$ cat config.mk
export PLATFORM = sky130hd
export DESIGN_NAME = dma_chan_seq
export DESIGN_NICKNAME = d
export VERILOG_FILES = /design/src/rtl/dma_seq_pkg.sv /design/src/rtl/dma_seq_dpath.sv /design/src/rtl/dma_seq_ctrl.sv /design/src/rtl/dma_chan_seq.sv
export SDC_FILE = /design/constraint.sdc
export NUM_CORES = 2
export LEC_CHECK = 0
export BUFFER_PORTS_ARGS = -buffer_cell sky130_fd_sc_hd__buf_2
export CELL_PAD_IN_SITES_DETAIL_PLACEMENT = 1
export CELL_PAD_IN_SITES_GLOBAL_PLACEMENT = 1
export CORE_MARGIN = 2
export CORE_UTILIZATION = 40
export DETAILED_ROUTE_END_ITERATION = 10
export PLACE_DENSITY = 0.78
export SLEW_MARGIN = 20
export SYNTH_ARGS = -nofsm -noshare
export SYNTH_HDL_FRONTEND = slang
export SYNTH_HIERARCHICAL = 1
export SYNTH_SLANG_ARGS = --single-unit
$ cat constraint.sdc
create_clock -name clk -period 9.3 [get_ports clk]
set_input_delay 2.79 -clock clk [delete_from_list [all_inputs] [get_ports clk]]
set_output_delay 2.79 -clock clk [all_outputs]
set_load 0.005 [all_outputs]
$ cat src/rtl/dma_seq_pkg.sv
package dma_seq_pkg;
  localparam int WORD_W = 32;
  localparam int DESC_BYTES = 32;
  localparam logic [2:0] DESC_SIZE_CODE = 3'd5;

  typedef enum logic [1:0] {
    SEL_DESC = 2'd0,
    SEL_SRC  = 2'd1,
    SEL_DST  = 2'd2
  } memSel_e;

  typedef enum logic [2:0] {
    S_IDLE  = 3'd0,
    S_FETCH = 3'd1,
    S_CHECK = 3'd2,
    S_READ  = 3'd3,
    S_WRITE = 3'd4
  } seqState_e;

  // strobes from control to datapath
  typedef struct packed {
    memSel_e memSel;
    logic    capturePtr;
    logic    chainPtr;
    logic    loadDesc;
    logic    initMinor;
    logic    latchData;
    logic    step;
    logic    lastElem;
    logic    finalAdj;
  } dpStrobe_t;

  function automatic logic sizeCodeOk(input logic [2:0] code);
    case (code)
      3'd0, 3'd1, 3'd2, 3'd4, 3'd5: return 1'b1;
      default: return 1'b0;
    endcase
  endfunction
endpackage

$ cat src/rtl/dma_seq_dpath.sv
module dma_seq_dpath
  import dma_seq_pkg::*;
#(
  parameter int MAJOR_W = 9,
  parameter int OFF_W = 16,
  parameter int BUS_BYTES = 32
) (
  input  logic                     clk,
  input  logic                     rstN,
  input  dpStrobe_t                stb,
  input  logic [WORD_W-1:0]        descAddr,
  input  logic [BUS_BYTES*8-1:0]   memRdata,
  output logic [WORD_W-1:0]        memAddr,
  output logic [2:0]               memSize,
  output logic [BUS_BYTES*8-1:0]   memWdata,
  output logic                     cfgOk,
  output logic                     startBit,
  output logic                     sgEn,
  output logic                     intMajEn,
  output logic                     intHalfEn,
  output logic                     lastElem,
  output logic                     majorIsOne,
  output logic                     halfHit,
  output logic [WORD_W-1:0]        srcAddr,
  output logic [WORD_W-1:0]        dstAddr,
  output logic [MAJOR_W-1:0]       majorCount
);
  localparam int BUS_W = BUS_BYTES * 8;
  localparam int W1 = 1 * WORD_W;
  localparam int W2 = 2 * WORD_W;
  localparam int W3 = 3 * WORD_W;
  localparam int W4 = 4 * WORD_W;
  localparam int W5 = 5 * WORD_W;
  localparam int W6 = 6 * WORD_W;
  localparam int W7 = 7 * WORD_W;

  logic [WORD_W-1:0]  ptrQ, srcQ, dstQ, slastQ, dlastQ, minorQ, remQ;
  logic [OFF_W-1:0]   soffQ, doffQ;
  logic [MAJOR_W-1:0] curQ, begQ;
  logic [2:0]         ssizeQ, dsizeQ;
  logic               startQ, intMajQ, intHalfQ, sgQ;
  logic [BUS_W-1:0]   dataQ;

  logic [WORD_W-1:0]  elemBytes, alignMask, soffExt, doffExt;
  logic [WORD_W-1:0]  srcAdj, dstAdj;
  logic [BUS_W-1:0]   laneMask;
  logic [MAJOR_W-1:0] curLess;

  assign elemBytes = WORD_W'(1) << ssizeQ;
  assign alignMask = elemBytes - WORD_W'(1);
  assign soffExt   = {{(WORD_W-OFF_W){soffQ[OFF_W-1]}}, soffQ};
  assign doffExt   = {{(WORD_W-OFF_W){doffQ[OFF_W-1]}}, doffQ};
  assign srcAdj    = stb.finalAdj ? slastQ : '0;
  assign dstAdj    = stb.finalAdj ? dlastQ : '0;
  assign curLess   = curQ - MAJOR_W'(1);

  generate
    for (genvar b = 0; b < BUS_BYTES; b++) begin : g_lane
      assign laneMask[8*b +: 8] = (WORD_W'(b) < elemBytes) ? 8'hFF : 8'h00;
    end
  endgenerate

  always_comb begin
    cfgOk = sizeCodeOk(ssizeQ) && (ssizeQ == dsizeQ) && (minorQ != '0) &&
            ((minorQ & alignMask) == '0) && ((srcQ & alignMask) == '0) &&
            ((dstQ & alignMask) == '0) && (curQ != '0);
  end

  assign lastElem   = (remQ == elemBytes);
  assign majorIsOne = (curQ == MAJOR_W'(1));
  assign halfHit    = (curQ != MAJOR_W'(1)) && (curLess == (begQ >> 1));
  assign startBit   = startQ;
  assign sgEn       = sgQ;
  assign intMajEn   = intMajQ;
  assign intHalfEn  = intHalfQ;
  assign srcAddr    = srcQ;
  assign dstAddr    = dstQ;
  assign majorCount = curQ;
  assign memWdata   = dataQ;

  always_comb begin
    case (stb.memSel)
      SEL_SRC: memAddr = srcQ;
      SEL_DST: memAddr = dstQ;
      default: memAddr = ptrQ;
    endcase
    memSize = (stb.memSel == SEL_DESC) ? DESC_SIZE_CODE : ssizeQ;
  end

  always_ff @(posedge clk) begin
    if (!rstN) begin
      ptrQ <= '0; srcQ <= '0; dstQ <= '0; slastQ <= '0; dlastQ <= '0;
      minorQ <= '0; remQ <= '0; soffQ <= '0; doffQ <= '0;
      curQ <= '0; begQ <= '0; ssizeQ <= '0; dsizeQ <= '0;
      startQ <= 1'b0; intMajQ <= 1'b0; intHalfQ <= 1'b0; sgQ <= 1'b0;
      dataQ <= '0;
    end else begin
      if (stb.capturePtr) ptrQ <= descAddr;
      else if (stb.chainPtr) ptrQ <= dlastQ;

      if (stb.loadDesc) begin
        srcQ     <= memRdata[0 +: WORD_W];
        soffQ    <= memRdata[W1 +: OFF_W];
        ssizeQ   <= memRdata[W1+16 +: 3];
        dsizeQ   <= memRdata[W1+20 +: 3];
        minorQ   <= memRdata[W2 +: WORD_W];
        slastQ   <= memRdata[W3 +: WORD_W];
        dstQ     <= memRdata[W4 +: WORD_W];
        doffQ    <= memRdata[W5 +: OFF_W];
        curQ     <= memRdata[W5+16 +: MAJOR_W];
        dlastQ   <= memRdata[W6 +: WORD_W];
        begQ     <= memRdata[W7 +: MAJOR_W];
        startQ   <= memRdata[W7+16];
        intMajQ  <= memRdata[W7+17];
        intHalfQ <= memRdata[W7+18];
        sgQ      <= memRdata[W7+19];
      end else if (stb.step) begin
        srcQ <= srcQ + soffExt + srcAdj;
        dstQ <= dstQ + doffExt + dstAdj;
        if (stb.lastElem) curQ <= stb.finalAdj ? begQ : curLess;
      end

      if (stb.initMinor) remQ <= minorQ;
      else if (stb.step) remQ <= remQ - elemBytes;

      if (stb.latchData) dataQ <= memRdata & laneMask;
    end
  end


  rem_cover_chk: assert property (@(posedge clk) disable iff (!rstN)
    stb.step |-> (remQ >= elemBytes));


  major_live_chk: assert property (@(posedge clk) disable iff (!rstN)
    stb.step |-> (curQ != '0));
endmodule

$ cat src/rtl/dma_seq_ctrl.sv
module dma_seq_ctrl
  import dma_seq_pkg::*;
(
  input  logic      clk,
  input  logic      rstN,
  input  logic      startPulse,
  input  logic      memAck,
  input  logic      memErr,
  input  logic      cfgOk,
  input  logic      startBit,
  input  logic      sgEn,
  input  logic      intMajEn,
  input  logic      intHalfEn,
  input  logic      lastElem,
  input  logic      majorIsOne,
  input  logic      halfHit,
  output dpStrobe_t stb,
  output logic      memReq,
  output logic      memWe,
  output logic      busy,
  output logic      done,
  output logic      irq,
  output logic      errCfg,
  output logic      errSrc,
  output logic      errDst
);
  seqState_e stateQ, stateD;
  logic chainedQ, chainedD;
  logic doneQ, doneD, irqQ, irqD;
  logic errCfgQ, errCfgD, errSrcQ, errSrcD, errDstQ, errDstD;

  always_comb begin
    stateD   = stateQ;
    chainedD = chainedQ;
    doneD    = doneQ;
    irqD     = 1'b0;
    errCfgD  = errCfgQ;
    errSrcD  = errSrcQ;
    errDstD  = errDstQ;
    stb      = '0;
    stb.memSel = SEL_DESC;
    case (stateQ)
      S_IDLE: begin
        if (startPulse) begin
          stb.capturePtr = 1'b1;
          chainedD = 1'b0;
          doneD = 1'b0;
          errCfgD = 1'b0;
          errSrcD = 1'b0;
          errDstD = 1'b0;
          stateD = S_FETCH;
        end
      end
      S_FETCH: begin
        if (memErr) begin
          errSrcD = 1'b1;
          stateD = S_IDLE;
        end else if (memAck) begin
          stb.loadDesc = 1'b1;
          stateD = S_CHECK;
        end
      end
      S_CHECK: begin
        if (chainedQ && !startBit) begin
          doneD = 1'b1;
          stateD = S_IDLE;
        end else if (!cfgOk) begin
          errCfgD = 1'b1;
          stateD = S_IDLE;
        end else begin
          stb.initMinor = 1'b1;
          stateD = S_READ;
        end
      end
      S_READ: begin
        stb.memSel = SEL_SRC;
        if (memErr) begin
          errSrcD = 1'b1;
          stateD = S_IDLE;
        end else if (memAck) begin
          stb.latchData = 1'b1;
          stateD = S_WRITE;
        end
      end
      S_WRITE: begin
        stb.memSel = SEL_DST;
        if (memErr) begin
          errDstD = 1'b1;
          stateD = S_IDLE;
        end else if (memAck) begin
          stb.step = 1'b1;
          stateD = S_READ;
          if (lastElem) begin
            stb.lastElem = 1'b1;
            stb.initMinor = 1'b1;
            if (majorIsOne) begin
              irqD = intMajEn;
              if (sgEn) begin
                stb.chainPtr = 1'b1;
                chainedD = 1'b1;
                stateD = S_FETCH;
              end else begin
                stb.finalAdj = 1'b1;
                doneD = 1'b1;
                stateD = S_IDLE;
              end
            end else begin
              irqD = intHalfEn && halfHit;
            end
          end
        end
      end
      default: stateD = S_IDLE;
    endcase
  end

  always_ff @(posedge clk) begin
    if (!rstN) begin
      stateQ <= S_IDLE;
      chainedQ <= 1'b0;
      doneQ <= 1'b0;
      irqQ <= 1'b0;
      errCfgQ <= 1'b0;
      errSrcQ <= 1'b0;
      errDstQ <= 1'b0;
    end else begin
      stateQ <= stateD;
      chainedQ <= chainedD;
      doneQ <= doneD;
      irqQ <= irqD;
      errCfgQ <= errCfgD;
      errSrcQ <= errSrcD;
      errDstQ <= errDstD;
    end
  end

  assign memReq = (stateQ == S_FETCH) || (stateQ == S_READ) || (stateQ == S_WRITE);
  assign memWe  = (stateQ == S_WRITE);
  assign busy   = (stateQ != S_IDLE);
  assign done   = doneQ;
  assign irq    = irqQ;
  assign errCfg = errCfgQ;
  assign errSrc = errSrcQ;
  assign errDst = errDstQ;


  req_hold_chk: assert property (@(posedge clk) disable iff (!rstN)
    (memReq && !memAck && !memErr) |=> (memReq && $stable(memWe) && $stable(stb.memSel)));


  err_single_chk: assert property (@(posedge clk) disable iff (!rstN)
    $onehot0({errCfgQ, errSrcQ, errDstQ}));


  done_idle_chk: assert property (@(posedge clk) disable iff (!rstN)
    doneQ |-> !busy);


  cfg_quiet_chk: assert property (@(posedge clk) disable iff (!rstN)
    $rose(errCfgQ) |-> !memReq);


  irq_origin_chk: assert property (@(posedge clk) disable iff (!rstN)
    irqQ |-> $past(memWe && memAck));
endmodule

$ cat src/rtl/dma_chan_seq.sv
module dma_chan_seq
  import dma_seq_pkg::*;
#(
  parameter int MAJOR_W = 9,
  parameter int OFF_W = 16,
  parameter int BUS_BYTES = DESC_BYTES
) (
  input  logic                   clk,
  input  logic                   rstN,
  input  logic                   startPulse,
  input  logic [31:0]            descAddr,
  output logic                   memReq,
  output logic                   memWe,
  output logic [31:0]            memAddr,
  output logic [2:0]             memSize,
  output logic [BUS_BYTES*8-1:0] memWdata,
  input  logic [BUS_BYTES*8-1:0] memRdata,
  input  logic                   memAck,
  input  logic                   memErr,
  output logic                   busy,
  output logic                   done,
  output logic                   irq,
  output logic                   errCfg,
  output logic                   errSrc,
  output logic                   errDst,
  output logic [31:0]            srcAddr,
  output logic [31:0]            dstAddr,
  output logic [MAJOR_W-1:0]     majorCount
);
  dpStrobe_t stb;
  logic cfgOk, startBit, sgEn, intMajEn, intHalfEn, lastElem, majorIsOne, halfHit;

  dma_seq_ctrl u_ctrl (
    .clk(clk), .rstN(rstN), .startPulse(startPulse),
    .memAck(memAck), .memErr(memErr),
    .cfgOk(cfgOk), .startBit(startBit), .sgEn(sgEn),
    .intMajEn(intMajEn), .intHalfEn(intHalfEn),
    .lastElem(lastElem), .majorIsOne(majorIsOne), .halfHit(halfHit),
    .stb(stb), .memReq(memReq), .memWe(memWe), .busy(busy),
    .done(done), .irq(irq), .errCfg(errCfg), .errSrc(errSrc), .errDst(errDst)
  );

  dma_seq_dpath #(.MAJOR_W(MAJOR_W), .OFF_W(OFF_W), .BUS_BYTES(BUS_BYTES)) u_dpath (
    .clk(clk), .rstN(rstN), .stb(stb), .descAddr(descAddr), .memRdata(memRdata),
    .memAddr(memAddr), .memSize(memSize), .memWdata(memWdata),
    .cfgOk(cfgOk), .startBit(startBit), .sgEn(sgEn),
    .intMajEn(intMajEn), .intHalfEn(intHalfEn),
    .lastElem(lastElem), .majorIsOne(majorIsOne), .halfHit(halfHit),
    .srcAddr(srcAddr), .dstAddr(dstAddr), .majorCount(majorCount)
  );
endmodule

* Word level (Yosys, flattened, before mapping)
Index checks and enable logic that the tools add are counted.
** Word-level totals
- Word-level logic and storage cells :: 250
- Input bits :: 293
- Bits in registers :: 549
- Output and inout bits :: 372
** Cells by class
- Reductions and logical operators :: 39
- Multiplexer cells :: 108
- Bitwise logic cells :: 8
- $lt $le $gt $ge :: 32
- Equal/unequal tests :: 30
- Shift-type cells :: 1
- Add/subtract/negate cells :: 7
** Operators by type and width (number)
- less-than comparator 5 x 32 -> 1 bit, first input constant :: 16
- two-way mux 32 bit :: 10
- AND 256 bit :: 1
- less-than comparator 4 x 32 -> 1 bit, first input constant :: 8
- two-way mux 8 bit :: 32
- adder 32 bit :: 4
- less-than comparator 3 x 32 -> 1 bit, first input constant :: 4
- AND 32 bit :: 3
- logical NOT 32 bit :: 3
- less-than comparator 1 x 32 -> 1 bit, first input constant :: 2
- less-than comparator 2 x 32 -> 1 bit, first input constant :: 2
- case mux 32 bit (2 select lines) :: 1
- two-way mux 3 bit :: 13
- two-way mux 1 bit :: 37
- two-way mux 9 bit :: 4
- == test 32 bit :: 1
- nonzero test 32 bit :: 1
- << shifter 1 x 3 -> 32 bit, first input constant :: 1
- subtractor 32 x 1 -> 32 bit, second input constant :: 1
- subtractor 32 bit :: 1
- case mux 3 bit (5 select lines) :: 1
- != test 2 x 1 -> 1 bit, second input constant :: 7
- nonzero test 2 bit :: 7
- != test 2 bit, second input constant :: 5
- other kinds (31) :: 60

* Logic depth before layout (Yosys ltp)
- Word-level depth :: 13
- Mapped depth :: 27
- Depth with buffers taken out :: 22

* Modules after synthesis
Netlist, hierarchy kept.
** By module, submodules not included
- dma_seq_dpath :: cells each 3292, area each 27558.9 um^2, sequential area each 10810.4 um^2, instances 1
- dma_seq_ctrl :: cells each 84, area each 609.3 um^2, sequential area each 180.2 um^2, instances 1

* Worst setup path after synthesis
OpenSTA, ideal clock, no wires.
- Path kind :: input -> register
- Start point :: input memErr
- End point :: register u_dpath.srcQ[27], in the netlist u_dpath/srcAddr[27]
- Library setup time :: 0.137 ns
- Slack :: 1.890 ns
- Stages :: 20
- Arrival time :: 7.273 ns
- Path through :: clkbuf_1 nand2b_1 nor4_1 clkbuf_1 clkbuf_1 clkbuf_1 nand2_1 fa_1 inv_1 ha_1 inv_1 fa_1 nor2b_1 o2111ai_1 a21boi_0 a31oi_1 o311ai_0 a31oi_1 o2111ai_1 o221ai_1
** RTL lines
- from (decl) :: RTL line dma_chan_seq.sv:19 : input logic memErr,
- to (signal assigned) :: RTL line dma_seq_dpath.sv:102 : srcQ <= memRdata[0 +: WORD_W];
- to (signal assigned) :: RTL line dma_seq_dpath.sv:118 : srcQ <= srcQ + soffExt + srcAdj;
- to (decl) :: RTL line dma_seq_dpath.sv:37 : logic [WORD_W-1:0] ptrQ, srcQ, dstQ, slastQ, dlastQ, minorQ, remQ;

==> metrics.md <==
| Metric | Value |
|---|---|
| Crit path required time | 9.77 ns |
| Global-route wire length before repair | 170 mm |
| Worst Path Max Fanout | 38 |
| Most frequent cells in the layout | buf_2, nor2_1, dfxtp_1 |
| Yosys warnings | 6 |
| Setup TNS | 0 ns |
| Detailed Route Iter0 Violations | 1886 |
| Root buffer cell | clkbuf_16 |
| Most used DFF post-synth | dfxtp_1 |
| CTS tree | done |
| Crit start category | flop |
| CP bufs+invs | 3 |
| Hold WS | 0.471 ns |
| Synth Area in XOR/XNOR | 0.0190 |
| Total Routed Length | 113 mm |
| Syn Area/Cell | 8.34 µm² |
| Height of the die | 269 µm |
| Cell area after layout | 34300 µm² |
| Fmax | 125 MHz |
| Pin count of the biggest net entering global routing | 228 |
| Final Max Slew Viols | 0 |
| Most used cell, CP | or3_4 |
| Clock Sinks | 549 |
| Port Buffer Count | 664 |
| Mux cell area share after synthesis | 0.0716 |
| Cts hold-fix bufs | 0 |
| Horiz. Die Dim | 269 µm |
| DIE AREA | 72600 µm² |
| Gr usage total | 0.297 |
| Gr ovfl total | 0 |
| Layout cell share with drive strength beyond 1 | 0.213 |
| DRC | 0 |
| Placed Area | 32200 µm² |
| Worst-path clk slew | 0.06 ns |
| Leakage power | 15.5 nW |
| Compound-Gate Fraction of Synth Area | 0.176 |
| Via count | 27.2k |
| Vias in the first global route | 27.6k |
| Filler cell count | 8658 |
| Post-Syn Nets | 3812 |
| Sequential element share of the synthesized area | 0.390 |
| CTS Buffer Depth | 3 |
| Post-synthesis simple-gate area fraction | 0.225 |
| Power Dens Cells | 164 nW/µm² |
| Worst path max stage delay | 0.79 ns |
| Hold Vio Cnt, Final | 0 |
| Setup WS pre-CTS | 1.32 ns |
| Post-CTS setup buffer count | 0 |
| Crit path max-delay family | simple AND/OR/NAND/NOR gates |
| Initial antenna violation count | 11 |
| Placer Congestion | 0.903 |
| Post-Synth Adder-Cell Area | 0.0808 |
| Setup CP Type | reg2reg |
| CP max-delay cell | o311ai_0 |
| CP Cell Sequence | or4_4 -> or3_4 -> or3_4 -> or4_4 -> or3_4 -> nor3_1 -> nand2_1 -> nor4_2 -> buf_4 -> nand2_1 -> fa_1 -> inv_1 -> ha_1 -> inv_1 -> fa_1 -> nor2b_1 -> o2111ai_1 -> a21boi_0 -> a31oi_1 -> o311ai_0 -> a31oi_1 -> o2111ai_1 -> o221ai_1 |
| Mean routed wirelength per cell | 23.0 µm |
| Fin Clk Skew | 0.0272 ns |
| IO Count | 665 |
| Num CTS Buffers | 59 |
| Largest family of logic cells by synthesized area | simple AND/OR/NAND/NOR gates |
| Core area | 69900 µm² |
| Hold Crit Class | reg2reg |
| Area contributors post-synth | dfxtp_1, a21oi_1, nor2_1 |
| Number of synthesized flops with an enable pin | 0 |
| Row count | 97 |
| Arrival time worst endpoint | 8.46 ns |
| Post-route clock period utilization | 0.859 |
| FFs w/ async S/R, synth | 0 |
| Commonest non-fill, non-tap cell in the layout | buf_2 |
| Cts repair resizes | 0 |
| VDD IR-drop max | 148 µV |
| Yosys top cell area share | 0.390 |
| Setup crit end kind | flop |
| Syn Inst Count | 3376 |
| Unique masters post-synth | 77 |
| Minimum clock period | 7.99 ns |
| Starting density of the core | 0.403 |
| Setup slack after layout | 1.31 ns |
| P&R area growth vs syn | 21.7% |
| Max cap viols | 0 |
| Worst slew pin tran | 1.26 ns |
| Cell taking the most area after synthesis | dfxtp_1 |
| Cell area after synthesis | 28200 µm² |
| ANT nets after route | 0 |
| #FFs+latches synth | 549 |
| Status | completed |
| Worst-skew pair later-pin latency | 0.64 ns |
| Final net count | 4341 |
| Max-slew headroom | 0.163 |
| Number of setup violations in the final report | 0 |
| RSZ-0062 raised after global routing | false |
| DR pass1 iterations | 7 |
| Routed vias/inst | 5.55 |
| H-tree Lvls | 2 |
| Final HPWL DP | 82.2 mm |
==> power by group <==
part	switching, mW	total, mW	internal, mW
Sequential	0.0725	2.47	2.40
Clock	1.05	2.58	1.53
Combinational	0.352	0.569	0.217
Total	1.47	5.62	4.15
==> logic make-up after synthesis <==
group,Yosys count
compound gates,832
xor+xnor,61
fa+ha+maj,143
buf+inv,282
flops,549
mux,201
simple gates,1308
==> worst min-delay path, stage by stage, from the launching register on <==
cell	delay [ns]
dfxtp_1	0.31
nand2b_1	0.06
a21oi_1	0.05
==> registers in the layout, indices dropped and copies added (netlist names), 3 cells and up <==
signal	count
u_dpath/memWdata	256
u_dpath/dlastQ	32
u_dpath/dstAddr	32
u_dpath/minorQ	32
u_dpath/ptrQ	32
u_dpath/remQ	32
u_dpath/slastQ	32
u_dpath/srcAddr	32
u_dpath/doffQ	16
u_dpath/soffQ	16
u_dpath/begQ	9
u_dpath/majorCount	9
u_ctrl/stateQ	3
u_dpath/dsizeQ	3
u_dpath/ssizeQ	3
==> through the flow <==
stage	total power [mW]	std cells	util
after floorplan	2.81	3376	-
after global placement	3.08	4784	0.460
after detailed placement	3.09	4784	0.460
after CTS	5.66	4892	0.490
after global routing	5.80	4897	0.490
final	5.62	4899	0.490
==> metal layers <==
| metal | wire length, µm | GRT usage | share of wire |
|---|---|---|---|
| met1 | 49500 | 0.392 | 0.44 |
| met4 | 3140 | 0.0895 | 0.028 |
| met3 | 6700 | 0.0521 | 0.059 |
| met2 | 53200 | 0.497 | 0.47 |
| met5 | 27 | 0 | 0.00024 |
==> cells in the mapped netlist (all sizes together), types with 40 or more instances <==
cell type,number
nor2b,265
inv,50
a21o,42
buf,40
dfxtp,549
a21oi,470
clkbuf,191
fa,65
ha,78
mux2i,198
nand2,115
nor2,621
nor3,46
and2,65
o21ai,88
==> layout make-up <==
| type | instances | area [µm²] | area share |
|---|---|---|---|
| Clock buffer | 77 | 1650 | 0.0482 |
| Timing Repair Buffer | 699 | 3620 | 0.106 |
| Multi-Input combinational cell | 2545 | 16200 | 0.471 |
| Inverter | 51 | 199 | 0.00580 |
| Sequential cell | 549 | 11000 | 0.321 |
| Antenna cell | 7 | 17.5 | 0.000511 |
| Clock inverter | 31 | 458 | 0.0134 |
| Tap cell | 940 | 1180 | 0.0343 |
==> path summary, 6_finish.rpt <==
kind,end,cells after the start,slack (ns),from
setup / recovery,u_dpath/srcAddr[27],23,1.31,u_dpath/remQ[15]
hold / removal,u_dpath/memWdata[26],2,0.47,u_dpath/memWdata[26]
setup reg to reg,u_dpath/srcAddr[27],23,1.31,u_dpath/remQ[15]
hold reg to reg,u_dpath/memWdata[26],2,0.47,u_dpath/memWdata[26]
(Power assumes the default switching activity.)
